### src/rtl/pwm8_pkg.sv
package pwm8_pkg;
  localparam int CNT_W = 8;
  localparam int SEL_W = 3;
  localparam int PRE_W = 3;
  localparam int NUM_TAPS = 4;

  // A tap code selects a divider of 2**(PRE_W - code).
  function automatic logic sel_is_tap(input logic [SEL_W-1:0] sel);
    return int'(sel) < NUM_TAPS;
  endfunction

  // All-ones mask of the low prescaler bits for the chosen divider.
  function automatic logic [PRE_W-1:0] tap_mask(input logic [SEL_W-1:0] sel);
    logic [PRE_W-1:0] m;
    m = '0;
    for (int i = 0; i < PRE_W; i++) begin
      if (i < PRE_W - int'(sel)) m[i] = 1'b1;
    end
    return m;
  endfunction

  function automatic logic [CNT_W-1:0] count_next(input logic [CNT_W-1:0] c);
    return c + CNT_W'(1);
  endfunction
endpackage

### src/rtl/pwm8_prescaler.sv
module pwm8_prescaler
  import pwm8_pkg::*;
#(
  parameter int PW = PRE_W,
  parameter int SW = SEL_W
) (
  input  logic          clk,
  input  logic          rst_n,
  input  logic          enable,
  input  logic [SW-1:0] sel,
  output logic          tick
);
  logic [PW-1:0] div_q;
  logic [PW-1:0] mask;

  always_ff @(posedge clk or negedge rst_n) begin
    if (!rst_n)       div_q <= '0;
    else if (!enable) div_q <= '0;
    else              div_q <= div_q + PW'(1);
  end

  assign mask = tap_mask(sel);
  assign tick = enable && sel_is_tap(sel) && ((div_q & mask) == mask);

  // codes outside the tap range never tick
  p_no_tick_hold_r9: assert property (@(posedge clk) disable iff (!rst_n)
    (sel[SW-1] |-> !tick));
endmodule

### src/rtl/pwm8_counter.sv
module pwm8_counter
  import pwm8_pkg::*;
#(
  parameter int W = CNT_W
) (
  input  logic         clk,
  input  logic         rst_n,
  input  logic         run,
  input  logic         tick,
  input  logic [W-1:0] active,
  output logic [W-1:0] cnt,
  output logic         match_evt,
  output logic         ovf_evt,
  output logic         ff
);
  logic [W-1:0] nxt;

  assign nxt       = count_next(cnt);
  assign match_evt = tick && (nxt == active);
  assign ovf_evt   = tick && (cnt == {W{1'b1}});

  always_ff @(posedge clk or negedge rst_n) begin
    if (!rst_n)      cnt <= '0;
    else if (!run)   cnt <= '0;
    else if (tick)   cnt <= nxt;
  end

  always_ff @(posedge clk or negedge rst_n) begin
    if (!rst_n)    ff <= 1'b0;
    else if (!run) ff <= 1'b0;
    else           ff <= ff ^ match_evt ^ ovf_evt;
  end

  p_count_step_r1: assert property (@(posedge clk) disable iff (!rst_n)
    tick |=> (!run || cnt == W'($past(cnt) + W'(1))));

  p_count_idle_r1: assert property (@(posedge clk) disable iff (!rst_n)
    (!tick && run) |=> (!run || $stable(cnt)));

  p_match_no_clear_r2: assert property (@(posedge clk) disable iff (!rst_n)
    (match_evt && !ovf_evt) |=> (!run || cnt != '0));

  p_zero_cmp_steady_r11: assert property (@(posedge clk) disable iff (!rst_n)
    (match_evt && ovf_evt) |=> (!run || ff == $past(ff)));
endmodule

### src/rtl/pwm8_cmp_buffer.sv
module pwm8_cmp_buffer
  import pwm8_pkg::*;
#(
  parameter int W = CNT_W
) (
  input  logic         clk,
  input  logic         rst_n,
  input  logic         wr_en,
  input  logic [W-1:0] wr_data,
  input  logic         load,
  output logic [W-1:0] active
);
  logic [W-1:0] stage_q;

  always_ff @(posedge clk or negedge rst_n) begin
    if (!rst_n)     stage_q <= '0;
    else if (wr_en) stage_q <= wr_data;
  end

  always_ff @(posedge clk or negedge rst_n) begin
    if (!rst_n)    active <= '0;
    else if (load) active <= stage_q;
  end

  p_active_frozen_r5: assert property (@(posedge clk) disable iff (!rst_n)
    !load |=> $stable(active));

  p_collide_old_r10: assert property (@(posedge clk) disable iff (!rst_n)
    (load && wr_en) |=> (active == $past(stage_q)));
endmodule

### src/rtl/pwm8_timer.sv
module pwm8_timer
  import pwm8_pkg::*;
(
  input  logic             clk,
  input  logic             rst_n,
  input  logic             run,
  input  logic [SEL_W-1:0] src_sel,
  input  logic             cmp_wr_en,
  input  logic [CNT_W-1:0] cmp_wr_data,
  output logic             pwm_out,
  output logic             period_irq
);
  logic             armed_q;
  logic             counting;
  logic             start_evt;
  logic             tick;
  logic             match_evt;
  logic             ovf_evt;
  logic             ff;
  logic [CNT_W-1:0] cnt;
  logic [CNT_W-1:0] active;

  always_ff @(posedge clk or negedge rst_n) begin
    if (!rst_n) armed_q <= 1'b0;
    else        armed_q <= run;
  end

  assign counting  = run && armed_q;
  assign start_evt = run && !armed_q;

  pwm8_prescaler #(.PW(PRE_W), .SW(SEL_W)) u_pre (
    .clk(clk), .rst_n(rst_n), .enable(counting), .sel(src_sel), .tick(tick)
  );

  pwm8_cmp_buffer #(.W(CNT_W)) u_buf (
    .clk(clk), .rst_n(rst_n), .wr_en(cmp_wr_en), .wr_data(cmp_wr_data),
    .load(ovf_evt || start_evt), .active(active)
  );

  pwm8_counter #(.W(CNT_W)) u_cnt (
    .clk(clk), .rst_n(rst_n), .run(run), .tick(tick), .active(active),
    .cnt(cnt), .match_evt(match_evt), .ovf_evt(ovf_evt), .ff(ff)
  );

  always_ff @(posedge clk or negedge rst_n) begin
    if (!rst_n) period_irq <= 1'b0;
    else        period_irq <= ovf_evt && run;
  end

  assign pwm_out = ~ff;

  p_irq_single_r3: assert property (@(posedge clk) disable iff (!rst_n)
    period_irq |=> !period_irq);

  p_irq_at_zero_r3: assert property (@(posedge clk) disable iff (!rst_n)
    period_irq |-> (cnt == '0));

  p_stop_clears_r7: assert property (@(posedge clk) disable iff (!rst_n)
    !run |=> (cnt == '0 && pwm_out && !period_irq));

  p_hold_codes_r9: assert property (@(posedge clk) disable iff (!rst_n)
    (counting && src_sel[SEL_W-1]) |=> (!run || ($stable(cnt) && $stable(pwm_out))));

  p_start_load_r6: assert property (@(posedge clk) disable iff (!rst_n)
    start_evt |=> (cnt == '0 && pwm_out));
endmodule

### config.mk
export PLATFORM = sky130hd
export DESIGN_NAME = pwm8_timer
export DESIGN_NICKNAME = d
export VERILOG_FILES = /design/src/rtl/pwm8_pkg.sv /design/src/rtl/pwm8_prescaler.sv /design/src/rtl/pwm8_counter.sv /design/src/rtl/pwm8_cmp_buffer.sv /design/src/rtl/pwm8_timer.sv
export SDC_FILE = /design/constraint.sdc
export NUM_CORES = 1
export LEC_CHECK = 0
export CELL_PAD_IN_SITES_DETAIL_PLACEMENT = 0
export CELL_PAD_IN_SITES_GLOBAL_PLACEMENT = 1
export CORE_MARGIN = 4
export CORE_UTILIZATION = 49
export CTS_BUF_LIST = sky130_fd_sc_hd__clkbuf_2 sky130_fd_sc_hd__clkbuf_4 sky130_fd_sc_hd__clkbuf_8
export CTS_CLUSTER_DIAMETER = 60
export DETAILED_ROUTE_END_ITERATION = 6
export GPL_ROUTABILITY_DRIVEN = 0
export PLACE_DENSITY = 0.9
export SYNTH_ARGS = -nofsm -noshare
export SYNTH_HDL_FRONTEND = slang
export SYNTH_SLANG_ARGS = --single-unit
### constraint.sdc
create_clock -name clk -period 4.3 [get_ports clk]
set_clock_uncertainty 0.15 [all_clocks]
set_input_delay 1.29 -clock clk [delete_from_list [all_inputs] [get_ports clk]]
set_output_delay 1.29 -clock clk [all_outputs]
set_load 0.005 [all_outputs]
**Word level (Yosys, flattened, before mapping)**

Cells that the tools add are included.

- Bits in registers: 30
- Latch bits: 0
- RAM bits: 0
- Memory bits (read-only): 0
- Output and inout port bits: 2
- Memories kept: 0

- Add/sub/neg operators: 3
- Multiply operators: 0
- Divide/modulo/power cells: 0
- Order comparisons: 4
- Eq/ne operators: 4
- Shifts and indexed selects: 0
- Mux-type cells: 7
- Bitwise logic cells: 4
- Reduce and logical (&&, ||, !) cells: 9

Operators with widths:

| kind | number |
|---|---|
| 1-bit by 32-bit < comparator with 1-bit output (first input constant) | 1 |
| 2-bit by 32-bit < comparator with 1-bit output (first input constant) | 1 |
| 3-bit by 32-bit < comparator with 1-bit output (first input constant) | 1 |
| 8-bit 2-to-1 mux | 2 |
| 8-bit by 1-bit adder with 8-bit output (second input constant) | 1 |
| 8-bit equality test | 1 |
| 8-bit equality test (second input constant) | 1 |
| 1-bit logical AND | 7 |
| 1-bit 2-to-1 mux | 4 |
| 2-bit by 3-bit subtractor with 4-bit output (first input constant) | 1 |
| 3-bit by 1-bit adder with 3-bit output (second input constant) | 1 |
| 3-bit bitwise AND | 1 |
| 3-bit equality test | 1 |
| 3-bit < comparator (second input constant) | 1 |
| 3-bit 2-to-1 mux | 1 |
| 2-bit by 1-bit inequality test with 1-bit output (second input constant) | 1 |
| 1-bit XOR | 2 |
| 1-bit logical NOT | 1 |
| 1-bit logical OR | 1 |
| 1-bit NOT | 1 |

**Longest topological paths before layout**

- Depth after elaboration: 10
- Depth in mapped cells: 7
- Depth with buffers taken out: 6

**By module**

Synthesis repeated with hierarchy kept, for this count alone.

- Cells, all modules: 135
- Area, all modules: 1590.3 µm²

Modules (own cells, without submodules):

| module | times used | cells each | area an instance (µm²) | seq. area each (µm²) |
|---|---|---|---|---|
| pwm8_counter | 1 | 81 | 710.7 | 225.2 |
| pwm8_cmp_buffer | 1 | 34 | 663.1 | 400.4 |
| pwm8_prescaler | 1 | 13 | 137.6 | 75.1 |
| pwm8_timer | 1 | 7 | 78.8 | 50.0 |

**Least setup slack after synthesis**

OpenSTA, ideal clock, no wires.

- Kind: input to register
- Start: input port src_sel[1]
- End: register u_cnt.ff
- Setup time: 0.079 ns
- Data arrival time: 2.617 ns
- Slack: 1.453 ns
- Stages: 5
- Path buffers: 0
- Cells stage by stage: o21ai_0 > a211o_1 > a2111o_1 > nor4_2 > mux2i_1

- Cells in the longest elaborated chain, start to end: 10
- Elaborated cells on any way between the ends: 17
- Classes of those cells: add/sub (1); order compare (4); eq/ne (1); mux (4); bitwise (3); reduce/logical (4)

RTL lines:

| element | line | source |
|---|---|---|
| start, declared | pwm8_timer.sv:7 | `input logic [SEL_W-1:0] src_sel,` |
| 2-bit by 3-bit subtractor with 4-bit output | pwm8_pkg.sv:17 | `if (i < PRE_W - int'(sel)) m[i] = 1'b1;` |
| 1-bit by 32-bit < comparator with 1-bit output (tied with other cells) | pwm8_pkg.sv:17 |  |
| 1-bit 2-to-1 mux | pwm8_pkg.sv:17 |  |
| 3-bit bitwise AND | pwm8_prescaler.sv:23 | `assign tick = enable && sel_is_tap(sel) && ((div_q & mask) == mask);` |
| 3-bit equality test | pwm8_prescaler.sv:23 |  |
| 1-bit logical AND * | pwm8_prescaler.sv:23 |  |
| 1-bit logical AND | pwm8_counter.sv:19 | `assign match_evt = tick && (nxt == active);` |
| 1-bit XOR | pwm8_counter.sv:31 | `else ff <= ff ^ match_evt ^ ovf_evt;` |
| 1-bit XOR * | pwm8_counter.sv:31 |  |
| 1-bit 2-to-1 mux * | pwm8_counter.sv:30 | `else if (!run) ff <= 1'b0;` |
| end signal, assigned | pwm8_counter.sv:31 |  |
| end, declared | pwm8_counter.sv:14 | `output logic ff` |

Every way passes the cells marked *; elsewhere a longest branch is shown, timed or not.
A chain may end at the register's enable or synchronous reset.

**Final worst setup path**

- Start: input port run
- End: register u_cnt.ff

- Cells in the longest elaborated chain, start to end: 7
- Elaborated cells on any way between the ends: 8
- Classes of those cells: mux (1); bitwise (2); reduce/logical (5)

RTL lines:

| element | line | source |
|---|---|---|
| start, declared | pwm8_timer.sv:6 | `input logic run,` |
| 1-bit logical AND | pwm8_timer.sv:28 | `assign counting = run && armed_q;` |
| 1-bit logical AND (2 in a row) | pwm8_prescaler.sv:23 |  |
| 1-bit logical AND | pwm8_counter.sv:19 |  |
| 1-bit XOR (2 in a row) | pwm8_counter.sv:31 |  |
| 1-bit 2-to-1 mux * | pwm8_counter.sv:30 |  |

Marks and branches as above.

==> results by group <==
Die
  • Row count: 19
  • Starting density of the core: 53.3%
  • Die width: 63.7 um
  • Core area: 2850 um2
  • Die height: 63.7 um
  • Boundary Pins: 17
  • Die area: 4060 um2

Clock network
  • Post-CTS Setup Bufs: 0
  • CTS Root Cell: clkbuf_4
  • CTS Hold Bufs: 0
  • Post-CTS sizing: 0
  • Max H-tree Level: 2
  • Num CTS Buffers: 5
  • CTS tree: yes
  • CTS clk-pin slew, worst paths: 0.08 ns
  • Clk Latency, worst-skew pair: 0.33 ns
  • Sink Count: 30
  • CTS max path bufs: 2

Yosys
  • Synth unique cells: 41
  • Register area share after synthesis: 49.3%
  • Synthesized Nets: 156
  • Mapped cell area: 1520 um2
  • Share of the synthesized area in the top cell type: 49.3%
  • Cells after Synth: 139
  • Ys Warns: 0
  • Simple-gate share of the synthesized area: 13.2%
  • Synth top area cells: dfrtp_1 49%, mux2_2 12%, o21ai_0 3.3%
  • Number of synthesized register bits: 30
  • Post-synth top flop: dfrtp_1
  • Post-synthesis compound-gate area fraction: 15.8%
  • Post-Synth XOR/XNOR Area: 4.61%
  • Top cell type by total area after synthesis: dfrtp_1
  • Ys async rst share: 100%
  • Syn Area/Cell: 10.9 um2
  • Post-synth EDFFs: 0
  • Post-synthesis mux area share: 12.5%
  • Synth Area in Adders: 1.64%
  • Largest family of logic cells by synthesized area: compound AO/OA/AOI/OAI gates

Routing
  • Vias: 1114
  • Antenna viol nets, final: 0
  • Final WL: 2840 um
  • Avg WL per Cell: 15.2 um
  • DR WL met2: 1310 um
  • Residual DRC: 0
  • Met3 WL: 108 um
  • Metal-1 WL: 1350 um
  • Starting DRT DRC Count: 84
  • Via density per instance: 5.96
  • Max Used Layer: met4
  • DR pass1 iterations: 4

Worst setup path
  • Worst setup EP type: flop
  • Critical Path RT: 4.41 ns
  • Worst r2r src: u_pre.div_q[0]$_DFF_PN0_
  • WS Path Type: input pin to flop
  • CP Max Fanout: 16
  • Setup crit start kind: input pin
  • Worst EP arrival: 3.45 ns
  • CP Launch Point: run

Finish
  • Ant diodes: 0
  • Share of layout cells above drive strength 1: 17.9%
  • Most frequent cells in the layout: 30 x dfrtp_1, 16 x mux2_2, 16 x clkdlybuf4s50_1
  • Nets: 173
  • Synth-to-layout area growth: 14.8%
  • Fillers: 247
  • Most common cell after layout, fill and taps aside: dfrtp_1

STA
  • Max_slew headroom: 68.4%
  • Peak Freq: 299 MHz
  • Final number of setup-violating endpoints: 0
  • Final hold violation count: 0
  • Max-slew violations: 0
  • RSZ-0062 raised after global routing: false
  • Tcrit/Tclk final: 77.9%
  • Post-route setup TNS: 0 ns
  • Post-route minimum period: 3.35 ns
  • Actual slew at the worst max-slew pin: 0.473 ns

Pwr
  • Worst VDD drop: 239 uV
  • PD cells: 323 nW/um2
  • Total Power: 565 uW
  • Lkg Pwr: 0.726 nW

Worst hold path
  • Min-Delay Startpoint: u_pre.div_q[0]$_DFF_PN0_
  • Min-delay worst type: flop to flop

Run
  • Max_cap viols: 0

Run status
  • Status: finished, final reports clean

Global route
  • Total Routing Usage GR: 16.3%
  • Grt ovf: 0
  • First-pass GRT wire length: 5020 um
  • Vias in the first global route: 1096
  • Initial antenna violation count: 0
  • Largest net degree at the start of global routing: 31

Place
  • Port Buffers: 16
  • Post-DP HPWL: 2110 um
-- stage by stage --
stage | setup WS, ns | cell area [um2] | instances | hold WS, ns | utilization, %
CTS | 0.965 | 1750 | 187 | 0.340 | 61.2
finish | 0.952 | 1750 | 187 | 0.348 | 61.2
global route | 0.815 | 1750 | 187 | 0.369 | 61.2
global placement | 0.708 | 1690 | 180 | 0.323 | 59.4
floorplan | 1.45 | 1520 | 139 | 0.295 | -
detailed placement | 0.613 | 1690 | 180 | 0.322 | 59.4
-- sequential cells by signal, indices dropped and copies added, names as in the netlist --
signal         cells
armed_q            1
period_irq         1
u_buf.active       8
u_buf.stage_q      8
u_cnt.cnt          8
u_cnt.ff           1
u_pre.div_q        3
-- logic make-up after synthesis --
group           count (synthesis)
simple gates                   37
fa+ha+maj                       2
flops                          30
mux                            17
compound gates                 35
buf+inv                        10
xor+xnor                        8
-- report_power, final --
part           switching (mW)  internal [mW]  leakage, nW  total [mW]
Combinational          0.0319         0.0477        0.323      0.0795
Clock                  0.0975         0.0602       0.0233       0.158
Sequential             0.0214          0.306        0.380       0.327
-- path summary, 6_finish.rpt --
| check | to | slack (ns) | cells after the start |
|---|---|---|---|
| max in group asynchronous | period_irq$_DFF_PN0_ | 2.55 | 2 |
| min in group asynchronous | u_cnt.cnt[4]$_DFFE_PN0P_ | 1.18 | 2 |
| min | u_pre.div_q[0]$_DFF_PN0_ | 0.35 | 1 |
| min reg2reg | u_pre.div_q[0]$_DFF_PN0_ | 0.35 | 1 |
| max | u_cnt.ff$_DFF_PN0_ | 0.95 | 6 |
| max reg2reg | u_buf.active[7]$_DFFE_PN0P_ | 1.94 | 5 |
-- cells in the mapped netlist (all sizes together) (2+ instances only) --
master  count
xnor2       3
clkbuf      4
and2        3
o211ai      3
nand3       3
a21oi       3
nor2        5
buf         3
and4        2
o31ai       4
mux2       16
o22ai       2
nor2b       2
a31oi       3
xor2        5
dfrtp      30
inv         3
a211o       2
and3        4
nand2      12
o21ai      10
nor4        3
ha          2
-- layout make-up --
class	count	area [um2]	share of cell area, %
multi-input cells	99	726	41.5
inverters	3	11.3	0.645
flip-flops and latches	30	751	43.0
well taps	31	38.8	2.22
repair buffers	17	168	9.60
clock inverters	2	15.0	0.860
clock buffers	5	37.5	2.15
-- metal layers --
layer,GRT usage (%),vias up
met4,7.28,0
met3,5.51,7
met5,0,-
met2,25.0,16
li1,-,544
met1,20.8,547
-- worst max-delay path, cell delays in order --
cell	delay, ns
clkdlybuf4s50_1	0.63
nand2_2	0.12
a211o_1	0.43
a2111o_1	0.46
nor4_2	0.31
mux2i_1	0.21
No activity file was read; power rests on OpenSTA's default activity.
